===== src/rtl/burnin_seq_pkg.sv =====
package burnin_seq_pkg;

    typedef enum logic [2:0] {
        SEQ_IDLE     = 3'd0,
        SEQ_PRECHECK = 3'd1,
        SEQ_CHARGE   = 3'd2,
        SEQ_RUN      = 3'd3,
        SEQ_DRAIN    = 3'd4,
        SEQ_FAULT    = 3'd5
    } seq_state_e;

    typedef enum logic [1:0] {
        FLT_NONE      = 2'd0,
        FLT_PRECHECK  = 2'd1,
        FLT_CHARGE_TO = 2'd2,
        FLT_RUN_CH    = 2'd3
    } fault_code_e;

endpackage


===== src/rtl/burnin_seq_bus_mon.sv =====
module burnin_seq_bus_mon #(
    parameter int VW = 12,
    parameter int CW = 8
) (
    input  logic          clk,
    input  logic          rst_n,
    input  logic          en,
    input  logic          tick,
    input  logic [VW-1:0] v_meas,
    input  logic [VW-1:0] v_target,
    input  logic [VW-1:0] v_tol,
    input  logic [CW-1:0] need,
    output logic          stable
);
    logic [VW:0]   dev;
    logic          in_win;
    logic [CW-1:0] run_len;

    // absolute deviation, one bit wider so the subtraction never wraps
    always_comb begin
        if (v_meas >= v_target) begin
            dev = {1'b0, v_meas} - {1'b0, v_target};
        end else begin
            dev = {1'b0, v_target} - {1'b0, v_meas};
        end
        in_win = (dev <= {1'b0, v_tol});
    end

    always_ff @(posedge clk) begin
        if (!rst_n) begin
            run_len <= '0;
        end else if (!en) begin
            run_len <= '0;
        end else if (tick) begin
            if (!in_win) begin
                run_len <= '0;
            end else if (run_len != '1) begin
                run_len <= run_len + 1'b1;
            end
        end
    end

    assign stable = en && (run_len >= need);

endmodule


===== src/rtl/burnin_seq_prio.sv =====
module burnin_seq_prio #(
    parameter int NCH = 4,
    parameter int IW  = 2
) (
    input  logic [NCH-1:0] req,
    output logic           hit,
    output logic [IW-1:0]  idx
);
    always_comb begin
        hit = |req;
        idx = '0;
        for (int i = NCH - 1; i >= 0; i--) begin
            if (req[i]) begin
                idx = IW'(i);
            end
        end
    end
endmodule


===== src/rtl/burnin_seq_ack.sv =====
module burnin_seq_ack #(
    parameter int DLY = 4
) (
    input  logic clk,
    input  logic rst_n,
    input  logic seen,
    output logic ack
);
    logic [DLY-1:0] pipe;

    generate
        if (DLY == 1) begin : g_single
            always_ff @(posedge clk) begin
                if (!rst_n) pipe <= '0;
                else        pipe <= seen;
            end
        end else begin : g_shift
            always_ff @(posedge clk) begin
                if (!rst_n) pipe <= '0;
                else        pipe <= {pipe[DLY-2:0], seen};
            end
        end
    endgenerate

    assign ack = pipe[DLY-1];
endmodule


===== src/rtl/burnin_seq.sv =====
module burnin_seq
    import burnin_seq_pkg::*;
#(
    parameter int NCH     = 4,
    parameter int VW      = 12,
    parameter int CW      = 8,
    parameter int TW      = 16,
    parameter int ACK_DLY = 4,
    localparam int IW     = (NCH > 1) ? $clog2(NCH) : 1
) (
    input  logic           clk,
    input  logic           rst_n,
    input  logic           cmd_start,
    input  logic           cmd_stop,
    input  logic           cmd_clear,
    input  logic [NCH-1:0] ch_use,
    input  logic [NCH-1:0] ch_fault,
    input  logic [VW-1:0]  bus_v,
    input  logic [VW-1:0]  bus_ref,
    input  logic [VW-1:0]  bus_win,
    input  logic           bus_tick,
    input  logic [CW-1:0]  stable_need,
    input  logic [TW-1:0]  charge_limit,
    input  logic [TW-1:0]  drain_hold,
    input  logic [TW-1:0]  daq_period,
    input  logic [TW-1:0]  test_cycles,
    output logic           inv_en,
    output logic           inv_rect,
    output logic [NCH-1:0] ch_en,
    output logic           daq_strobe,
    output logic           cmd_ack,
    output logic [1:0]     fault_code,
    output logic [IW-1:0]  fault_chan
);
    localparam logic [TW:0] ONE_W = (TW + 1)'(1);

    seq_state_e    state_q, state_d;
    fault_code_e   code_q;
    logic [IW-1:0] chan_q;
    logic [TW-1:0] phase_cnt;
    logic [TW-1:0] daq_cnt;
    logic          bus_ok;
    logic          flt_hit;
    logic [IW-1:0] flt_idx;
    logic          charge_over;
    logic          run_over;
    logic          drain_over;
    logic          daq_hit;
    logic          any_cmd;

    // ---------------- helpers ----------------
    burnin_seq_bus_mon #(.VW(VW), .CW(CW)) u_bus_mon (
        .clk      (clk),
        .rst_n    (rst_n),
        .en       (state_q == SEQ_CHARGE),
        .tick     (bus_tick),
        .v_meas   (bus_v),
        .v_target (bus_ref),
        .v_tol    (bus_win),
        .need     (stable_need),
        .stable   (bus_ok)
    );

    burnin_seq_prio #(.NCH(NCH), .IW(IW)) u_prio (
        .req (ch_fault & ch_use),
        .hit (flt_hit),
        .idx (flt_idx)
    );

    assign any_cmd = cmd_start | cmd_stop | cmd_clear;

    burnin_seq_ack #(.DLY(ACK_DLY)) u_ack (
        .clk   (clk),
        .rst_n (rst_n),
        .seen  (any_cmd),
        .ack   (cmd_ack)
    );

    // ---------------- window ends ----------------
    // a limit of zero behaves like one so every window lasts at least a cycle
    assign charge_over = ({1'b0, phase_cnt} + ONE_W) >= {1'b0, charge_limit};
    assign run_over    = ({1'b0, phase_cnt} + ONE_W) >= {1'b0, test_cycles};
    assign drain_over  = phase_cnt >= drain_hold;
    assign daq_hit     = (state_q == SEQ_RUN) &&
                         (({1'b0, daq_cnt} + ONE_W) >= {1'b0, daq_period});

    // ---------------- next state ----------------
    always_comb begin
        state_d = state_q;
        unique case (state_q)
            SEQ_IDLE: begin
                if (cmd_start) state_d = SEQ_PRECHECK;
            end
            SEQ_PRECHECK: begin
                if (flt_hit) state_d = SEQ_FAULT;
                else         state_d = SEQ_CHARGE;
            end
            SEQ_CHARGE: begin
                if (cmd_stop)         state_d = SEQ_DRAIN;
                else if (bus_ok)      state_d = SEQ_RUN;
                else if (charge_over) state_d = SEQ_FAULT;
            end
            SEQ_RUN: begin
                if (flt_hit || cmd_stop || run_over) state_d = SEQ_DRAIN;
            end
            SEQ_DRAIN: begin
                if (drain_over) begin
                    state_d = (code_q == FLT_RUN_CH) ? SEQ_FAULT : SEQ_IDLE;
                end
            end
            SEQ_FAULT: begin
                if (cmd_clear) state_d = SEQ_IDLE;
            end
            default: state_d = SEQ_IDLE;
        endcase
    end

    // ---------------- state register ----------------
    always_ff @(posedge clk) begin
        if (!rst_n) state_q <= SEQ_IDLE;
        else        state_q <= state_d;
    end

    // ---------------- phase and acquisition counters ----------------
    always_ff @(posedge clk) begin
        if (!rst_n) begin
            phase_cnt <= '0;
        end else if (state_d != state_q) begin
            phase_cnt <= '0;
        end else if (phase_cnt != '1) begin
            phase_cnt <= phase_cnt + 1'b1;
        end
    end

    always_ff @(posedge clk) begin
        if (!rst_n) begin
            daq_cnt <= '0;
        end else if (state_q != SEQ_RUN || daq_hit) begin
            daq_cnt <= '0;
        end else begin
            daq_cnt <= daq_cnt + 1'b1;
        end
    end

    // ---------------- fault record ----------------
    always_ff @(posedge clk) begin
        if (!rst_n) begin
            code_q <= FLT_NONE;
            chan_q <= '0;
        end else begin
            unique case (state_q)
                SEQ_IDLE: begin
                    if (cmd_start) begin
                        code_q <= FLT_NONE;
                        chan_q <= '0;
                    end
                end
                SEQ_PRECHECK: begin
                    if (flt_hit) begin
                        code_q <= FLT_PRECHECK;
                        chan_q <= flt_idx;
                    end
                end
                SEQ_CHARGE: begin
                    if (state_d == SEQ_FAULT) code_q <= FLT_CHARGE_TO;
                end
                SEQ_RUN: begin
                    if (flt_hit) begin
                        code_q <= FLT_RUN_CH;
                        chan_q <= flt_idx;
                    end
                end
                SEQ_FAULT: begin
                    if (cmd_clear) begin
                        code_q <= FLT_NONE;
                        chan_q <= '0;
                    end
                end
                default: begin
                end
            endcase
        end
    end

    // ---------------- outputs ----------------
    always_comb begin
        inv_en   = 1'b0;
        inv_rect = 1'b0;
        ch_en    = '0;
        unique case (state_q)
            SEQ_CHARGE: begin
                inv_en   = 1'b1;
                inv_rect = 1'b1;
            end
            SEQ_RUN: begin
                inv_en = 1'b1;
                ch_en  = ch_use;
            end
            SEQ_DRAIN: begin
                inv_en = 1'b1;
            end
            default: begin
            end
        endcase
    end

    assign daq_strobe = daq_hit;
    assign fault_code = code_q;
    assign fault_chan = chan_q;

endmodule


===== config.mk =====
export PLATFORM = sky130hd
export DESIGN_NAME = burnin_seq
export DESIGN_NICKNAME = d
export VERILOG_FILES = /design/src/rtl/burnin_seq_pkg.sv /design/src/rtl/burnin_seq_bus_mon.sv /design/src/rtl/burnin_seq_prio.sv /design/src/rtl/burnin_seq_ack.sv /design/src/rtl/burnin_seq.sv
export SDC_FILE = /design/constraint.sdc
export NUM_CORES = 1
export LEC_CHECK = 0
export ABC_AREA = 1
export CORE_ASPECT_RATIO = 1.75
export CORE_MARGIN = 2
export CORE_UTILIZATION = 35
export CTS_BUF_LIST = sky130_fd_sc_hd__clkbuf_4 sky130_fd_sc_hd__clkbuf_8
export DETAILED_ROUTE_END_ITERATION = 6
export PLACE_DENSITY = 0.56
export SLEW_MARGIN = 25
export SYNTH_ARGS = -nofsm -noshare
export SYNTH_HDL_FRONTEND = slang
export SYNTH_SLANG_ARGS = --single-unit

===== constraint.sdc =====
create_clock -name clk -period 12 [get_ports clk]
set_clock_uncertainty 0.2 [all_clocks]
set_input_delay 3 -clock clk [delete_from_list [all_inputs] [get_ports clk]]
set_output_delay 3 -clock clk [all_outputs]
set_load 0.02 [all_outputs]

* Word level (Yosys, flattened, before mapping)
Cells that the tools add are included.
** Storage, ports and cells
- Register bits after elaboration :: 51
- Output and inout bits :: 12
** Cells by class
- Add/subtract/negate cells :: 7
- Magnitude comparators :: 7
- Equal/unequal tests :: 18
- Muxes and demuxes :: 28
- Bitwise logic cells :: 4
- Reduce and logical (&&, ||, !) cells :: 17
** Operators by type and width (count)
- $ge A17 B16 Y1 :: 3
- $add A16 B1 Y17 const B :: 2
- $add A16 B1 Y16 const B :: 2
- $mux W3 :: 9
- $sub A12 B12 Y13 :: 2
- $mux W2 :: 10
- $pmux W3 S6 :: 1
- $ge A16 B16 Y1 :: 1
- $mux W8 :: 2
- $ne A16 B16 Y1 const B :: 1
- $le A13 B12 Y1 :: 1
- $mux W13 :: 1
- $ge A12 B12 Y1 :: 1
- $ne A2 B2 Y1 const B :: 6
- $pmux W2 S5 :: 1
- $eq A3 B3 Y1 const B :: 3
- $add A8 B1 Y8 const B :: 1
- $ge A8 B8 Y1 :: 1
- $ne A8 B8 Y1 const B :: 1
- $eq A3 B2 Y1 const B :: 2
- $pmux W2 S3 :: 1
- $reduce_and A6 Y1 :: 1
- $reduce_or A2 Y1 :: 3
- $reduce_bool A5 Y1 :: 1
- 18 further kinds :: 24

* Longest topological paths before layout
Gate-level depths: netlist of run 1.
- Depth in word-level cells :: 9
- Gate-level depth with buffers :: 29

* By module
A second synthesis of run 1 with hierarchy kept.
** Unflattened totals
- Cell total of the unflattened synthesis :: 1032
- Area, all modules :: 6601.3 um^2
** By module, submodules not included
- burnin_seq :: times used 1, cells an instance 609, area an instance 4010.1 um^2
- burnin_seq_bus_mon :: times used 1, cells an instance 402, area an instance 2434.8 um^2
- burnin_seq_ack :: times used 1, cells an instance 12, area an instance 110.1 um^2
- burnin_seq_prio :: times used 1, cells an instance 9, area an instance 46.3 um^2

* Least setup slack after synthesis of run 1
No wires, ideal clock.
- Path kind :: input-to-output
- From :: input daq_period[8]
- To :: output daq_strobe
- Data arrival time :: 4203 ps
- Slack :: 4597 ps
- Stages :: 14
- Buffers on the path :: 0
- Path through :: inv_1 -> ha_1 -> nand2_1 -> nor2_1 -> nand3b_1 -> nand4_1 -> nand2_1 -> o211ai_1 -> nand2_1 -> nand2_1 -> nand2_1 -> nand3_1 -> nand2_1 -> inv_1
** Between the ends
- Longest elaborated chain between the ends :: 2
** Ends and longest elaborated chain
- start: declaration :: line burnin_seq.sv:25 : input logic [TW-1:0] daq_period,
- $ge A17 B16 Y1 :: line burnin_seq.sv:85 : (({1'b0, daq_cnt} + ONE_W) >= {1'b0, daq_period});
- $logic_and A1 B1 Y1 :: line burnin_seq.sv:84 : assign daq_hit = (state_q == SEQ_RUN) &&
- end: declaration :: line burnin_seq.sv:30 : output logic daq_strobe,
No other way between the ends.

* Worst setup path in the final report of run 1
- From :: input daq_period[4]
- To :: output daq_strobe
Same word-level chain as after synthesis.

==> flow_metrics.env, run 1 <==
export IMPL_synth_async_reset_ratio=0
export IMPL_io_buffers=133
export IMPL_synth_most_common_cell="inv_1"
export IMPL_grt_setup_unrepaired="no"
export IMPL_synth_top_area_share=0.2234
export IMPL_ys_seq_elements=51
export IMPL_status="completed"
export IMPL_syn2layout_area_growth_pct=26.71
export IMPL_crit_arrival_ns=5.32
export IMPL_cp_common_cell="nand2_1"
export IMPL_hold_buffers=0
export IMPL_yosys_warnings=0
export IMPL_grt_pass1_wl_mm=28.48
export IMPL_gp_congestion=0.8550
export IMPL_rows=64
export IMPL_synth_edf_count=0
export IMPL_rr_endpoint="phase_cnt[4]$_SDFFE_PP0P_"
export IMPL_post_cts_setup_buffers=0
export IMPL_leakage_nw=4.231
export IMPL_start_kind="input port"
export IMPL_drv_slew=0
export IMPL_final_area_um2=7876
export IMPL_avgSynthCellArea_um2=6.536
export IMPL_cp_max_fo=2
export IMPL_drtPass1Iterations=6
export IMPL_fp_dieH_um=180.3
export IMPL_clock_latency_ns=0.33
export IMPL_min_period_over_period=0.7101
export IMPL_synth_common_cells="inv_1, nand2_1, ha_1"
export IMPL_stdcell_count=1315
export IMPL_path_cells="clkdlybuf4s50_1 > inv_1 > ha_1 > nand2_1 > nor2_1 > nand3b_1 > nand4_1 > nand2_1 > o211ai_1 > nand2_1 > nand2_1 > nand2_1 > nand3_1 > nand2_1 > inv_1 > clkdlybuf4s50_1"
export IMPL_slowest_delay_ns=0.59
export IMPL_setup_viol=0
export IMPL_worstPathRequired_ns=8.80
export IMPL_worstSetupPathType="in2out"
export IMPL_root_buffer="clkbuf_8"
export IMPL_num_vias=6206
export IMPL_first_global_vias=6506
export IMPL_grt_max_degree=19
export IMPL_drc_errors=0
export IMPL_worst_r2r_cell_count=22
export IMPL_cts_resized_gates=0
export IMPL_ant_nets=0
export IMPL_path_clk_slew_ns=0.09
export IMPL_internal_power_mw=0.3107
export IMPL_wl_mm=17.03
export IMPL_diodes=0
export IMPL_cts_sinks=51
export IMPL_ios=134
export IMPL_clockBufferDepth=2
export IMPL_holdPathStages=2
export IMPL_yosysTopAreaCell="ha_1"
export IMPL_holdCritStartpoint="u_ack.pipe[2]$_SDFF_PN0_"
export IMPL_p_sw_frac=0.3799
export IMPL_syn_area_um2=6216
export IMPL_critical_path_startpoint="daq_period[4]"
export IMPL_combinationalPowerShare=0.443
export IMPL_max_cap_viol_count=0
export IMPL_slew_headroom=0.7037
export IMPL_grt_usage=0.1868
export IMPL_r2r_start="phase_cnt[0]$_SDFFE_PP0P_"
export IMPL_ys_seq_area_frac=0.1643
export IMPL_placedCellCount=1308
export IMPL_syn_inst=951
export IMPL_ys_flop_type="dfxtp_1"
export IMPL_max_freq_ghz=0.1173
export IMPL_yosysUniqueCellTypes=48
export IMPL_peakVddDrop_uv=46.66
export IMPL_dieWidth_um=104.7
export IMPL_synth_area_leaders="ha_1, dfxtp_1, inv_1"
export IMPL_worst_slew_pin_slew_ns=0.4403
export IMPL_clockPowerShare=0.199
export IMPL_finalNetCount=1319
export IMPL_finalPower_mw=0.5010
export IMPL_cts_htree_levels=2
export IMPL_power_density_nw_per_um2=63.60
export IMPL_period_needed_ns=8.522
export IMPL_cts_buffers=5
export IMPL_dp_hpwl_mm=15.15
export IMPL_wl_per_cell_um=12.95
export IMPL_grt_overflow_total=0
export IMPL_antenna_found_initial=0
export IMPL_ff2ff_setup_slack_ns=8.06
export IMPL_vias_per_cell=4.719
export IMPL_end_kind="output pin"
export IMPL_coreArea_um2=17460
export IMPL_drive_above_1_share=0.04613
export IMPL_setup_tns_ns=0
export IMPL_drt_iter0_drc=159
export IMPL_cts_tree="done"
export IMPL_syn_nets=1186
export IMPL_dpl_instance_area_um2=7794
export IMPL_hold_class="reg2reg"
export IMPL_start_util=0.3561
export IMPL_p_switching_mw=0.1903
export IMPL_hold_violations=0
export IMPL_worst_path_max_delay_cell="clkdlybuf4s50_1"
export IMPL_p_seq_frac=0.358
export IMPL_die_area_um2=18880
export IMPL_hold_path_end="u_ack.pipe[3]$_SDFF_PN0_"
export IMPL_utilization=0.4512
## cell type report
class	instances	area (um2)
tap	231	289.0
fill	1940	9580
multi-input combinational	669	4308
sequential	51	1021
clock inverter	2	13.76
clock buffer	5	68.82
inverter	223	837.1
timing repair buffer	134	1339
## state kept, by name (all words and copies together) (netlist names)
| register | count |
|---|---|
| daq_cnt | 16 |
| fault_code | 2 |
| u_ack.pipe | 4 |
| fault_chan | 2 |
| state_q | 3 |
| phase_cnt | 16 |
| u_bus_mon.run_len | 8 |
## power by group through the flow
| stage | sequential, mW | combinational [mW] | clock (mW) |
|---|---|---|---|
| after floorplan | 0.183 | 0.139 | 0 |
| after global placement | 0.183 | 0.223 | 0 |
| after detailed placement | 0.183 | 0.225 | 0 |
| after CTS | 0.179 | 0.226 | 0.106 |
| after global routing | 0.180 | 0.253 | 0.111 |
| final | 0.179 | 0.222 | 0.0997 |
## cells by family after synthesis
| group | count (synthesis) | share of synthesized area |
|---|---|---|
| mux | 3 | 0.004831 |
| simple gates | 406 | 0.3056 |
| xor+xnor | 36 | 0.05072 |
| fa+ha+maj | 113 | 0.2299 |
| buf+inv | 231 | 0.1427 |
| flops | 51 | 0.1643 |
| compound gates | 111 | 0.1021 |
## placed cells by master, fill, tap and decap left out, types with 11 or more instances in the layout
master,instances
nor2_1,95
o21ai_0,24
nor3_2,11
nand2_1,182
clkdlybuf4s50_1,133
dfxtp_1,51
a21oi_1,56
inv_1,223
nor3_1,22
nand3_1,35
xor2_1,29
ha_1,111
nand4_1,26
## how the worst max path moves through the flow
stage	endpoint	slack, ns	cells after the start
detailed placement	daq_strobe	3.46	16
global placement	daq_strobe	3.49	16
finish	daq_strobe	3.48	16
global route	daq_strobe	3.28	16
CTS	daq_strobe	3.46	16
floorplan	daq_strobe	4.60	14
## critical path: cells and delay by family
| kind | cells | cell delay, ns |
|---|---|---|
| buf+inv | 4 | 1.14 |
| simple gates | 10 | 0.83 |
| fa+ha+maj | 1 | 0.28 |
| compound gates | 1 | 0.08 |
## stage by stage
stage	hold slack, ns	setup WS, ns
detailed placement	0.1997	3.455
CTS	0.2233	3.455
finish	0.2218	3.478
global placement	0.1993	3.489
floorplan	0.1900	4.597
global route	0.2444	3.275
## per-layer routing
layer,track usage,wire [um],vias to the layer above
met4,0.09333,738,0
met1,0.1696,6047,2763
met3,0.02568,564,33
met2,0.3865,9674,121
met5,0,0,-
li1,-,-,3289
(Power assumes the default switching activity.)
==> inputs of run 2 (changes only) <==
--- a/config.mk
+++ b/config.mk
@@ -11,7 +11,7 @@
 export CORE_UTILIZATION = 35
 export CTS_BUF_LIST = sky130_fd_sc_hd__clkbuf_4 sky130_fd_sc_hd__clkbuf_8
 export DETAILED_ROUTE_END_ITERATION = 6
-export PLACE_DENSITY = 0.56
+export PLACE_DENSITY = 0.58
 export SLEW_MARGIN = 25
 export SYNTH_ARGS = -nofsm -noshare
 export SYNTH_HDL_FRONTEND = slang
==> constraint.sdc (replaced) <==
create_clock -name clk -period 7.2 [get_ports clk]
set_clock_uncertainty 0.2 [all_clocks]
set_input_delay 1.8 -clock clk [delete_from_list [all_inputs] [get_ports clk]]
set_output_delay 1.8 -clock clk [all_outputs]
set_load 0.02 [all_outputs]
==> run 2 against run 1 <==
Compared with the run above:
- routed wire length shrank 1.9%
- flip-flop and latch count stayed put
- die area unchanged
- largest power group unchanged
- highest routed layer unchanged
==> flow_metrics.env, run 2 (synthesis gave the netlist of run 1 again) <==
export IMPL_status="completed"
export IMPL_gp_congestion=0.8824
export IMPL_rows=64
export IMPL_worst_path_max_delay_cell="clkdlybuf4s50_1"
export IMPL_syn2layout_area_growth_pct=27.09
export IMPL_slowest_delay_ns=0.59
export IMPL_cts_resized_gates=0
export IMPL_peakVddDrop_uv=64.78
export IMPL_drv_slew=0
export IMPL_layout_commonest_cell="inv_1"
export IMPL_path_cells="clkdlybuf4s50_1 > inv_1 > ha_1 > nand2_1 > nor2_1 > nand3b_1 > nand4_1 > nand2_1 > o211ai_1 > nand2_1 > nand2_1 > nand2_1 > nand3_1 > nand2_1 > inv_1 > clkdlybuf4s50_1"
export IMPL_cts_buffers=5
export IMPL_die_area_um2=18880
export IMPL_min_period_over_period=0.8555
export IMPL_utilization=0.4526
export IMPL_mostFrequentLayoutCells="inv_1, nand2_1, clkdlybuf4s50_1"
export IMPL_first_global_vias=6204
export IMPL_grt_overflow_total=0
export IMPL_stdcell_count=1315
export IMPL_setup_tns_ns=0
export IMPL_cts_tree="done"
export IMPL_num_vias=6133
export IMPL_ant_nets=0
export IMPL_cp_max_fo=3
export IMPL_path_clk_slew_ns=0.10
export IMPL_power_density_nw_per_um2=110.1
export IMPL_vias_per_cell=4.664
export IMPL_max_freq_ghz=0.1623
export IMPL_fp_dieH_um=180.3
export IMPL_worstSetupPathType="in2out"
export IMPL_dpl_instance_area_um2=7794
export IMPL_antenna_found_initial=0
export IMPL_hold_buffers=0
export IMPL_cts_sinks=51
export IMPL_grt_setup_unrepaired="no"
export IMPL_fill_cells=1901
export IMPL_clockBufferDepth=2
export IMPL_slew_headroom=0.6225
export IMPL_start_kind="input port"
export IMPL_finalPower_mw=0.8700
export IMPL_end_kind="output pin"
export IMPL_period_needed_ns=6.160
export IMPL_cp_common_cell="nand2_1"
export IMPL_setup_viol=0
export IMPL_hold_class="reg2reg"
export IMPL_drive_above_1_share=0.04613
export IMPL_register_area_um2=1021
export IMPL_largest_registers="daq_cnt x16, phase_cnt x16, u_bus_mon.run_len x8"
export IMPL_dieWidth_um=104.7
export IMPL_grt_usage=0.1788
export IMPL_worstPathRequired_ns=5.20
export IMPL_root_buffer="clkbuf_8"
export IMPL_finalNetCount=1319
export IMPL_diodes=0
export IMPL_final_area_um2=7900
export IMPL_grt_max_degree=17
export IMPL_io_buffers=133
export IMPL_drc_errors=0
export IMPL_drt_iter0_drc=162
export IMPL_wl_per_cell_um=12.70
export IMPL_hold_violations=0
export IMPL_placedCellCount=1308
export IMPL_dp_hpwl_mm=14.73
export IMPL_worst_slew_pin_slew_ns=0.5611
export IMPL_wl_mm=16.71
export IMPL_cts_htree_levels=2
export IMPL_crit_arrival_ns=4.16
export IMPL_ios=134
export IMPL_post_cts_setup_buffers=0
export IMPL_clock_latency_ns=0.32
export IMPL_leakage_nw=4.237
export IMPL_start_util=0.3561
export IMPL_max_cap_viol_count=0
export IMPL_multi_input_area_um2=4308
export IMPL_drtPass1Iterations=4
export IMPL_coreArea_um2=17460
export IMPL_grt_pass1_wl_mm=27.72
-- run 2: per-layer routing --
metal / global-route usage / up-vias / share of wire
met3: 0.02025 / 38 / 0.032
met2: 0.3655 / 108 / 0.56
li1: - / 3285 / -
met5: 0 / - / 0
met1: 0.1705 / 2702 / 0.37
met4: 0.08533 / 0 / 0.043
-- run 2: worst max-delay path: cells and delay by family --
| kind | cells | cell delay, ns |
|---|---|---|
| compound gates | 1 | 0.08 |
| fa+ha+maj | 1 | 0.28 |
| buf+inv | 4 | 1.14 |
| simple gates | 10 | 0.86 |
-- run 2: cell type report --
class                           count  share of cell area
Multi-Input combinational cell    669              0.5453
Timing Repair Buffer              134              0.1695
Sequential cell                    51              0.1292
Inverter                          223              0.1060
Tap cell                          231             0.03659
Clock buffer                        5            0.008711
Clock inverter                      2            0.004751
-- run 2: report_power, final --
group | switching (mW) | internal [mW]
clock network | 0.0991 | 0.102
registers | 0.00891 | 0.289
logic | 0.208 | 0.163
-- run 2: path summary, 6_finish.rpt --
path                                                start                   endpoint  cells after the start  slack (ns)
worst min-delay path             u_ack.pipe[1]$_SDFF_PN0_   u_ack.pipe[2]$_SDFF_PN0_                      2        0.22
worst max register to register  phase_cnt[2]$_SDFFE_PP0P_  phase_cnt[4]$_SDFFE_PP0P_                     23        3.25
worst max-delay path                        daq_period[8]                 daq_strobe                     16        1.04
worst min register to register   u_ack.pipe[1]$_SDFF_PN0_   u_ack.pipe[2]$_SDFF_PN0_                      2        0.22
-- run 2: through the flow --
| step | setup WS [ns] | hold WS [ns] |
|---|---|---|
| final | 1.040 | 0.2216 |
| after global placement | 1.094 | 0.2018 |
| after CTS | 1.044 | 0.2292 |
| after global routing | 0.8206 | 0.2622 |
| after detailed placement | 1.044 | 0.2028 |
| after floorplan | 2.166 | 0.1900 |
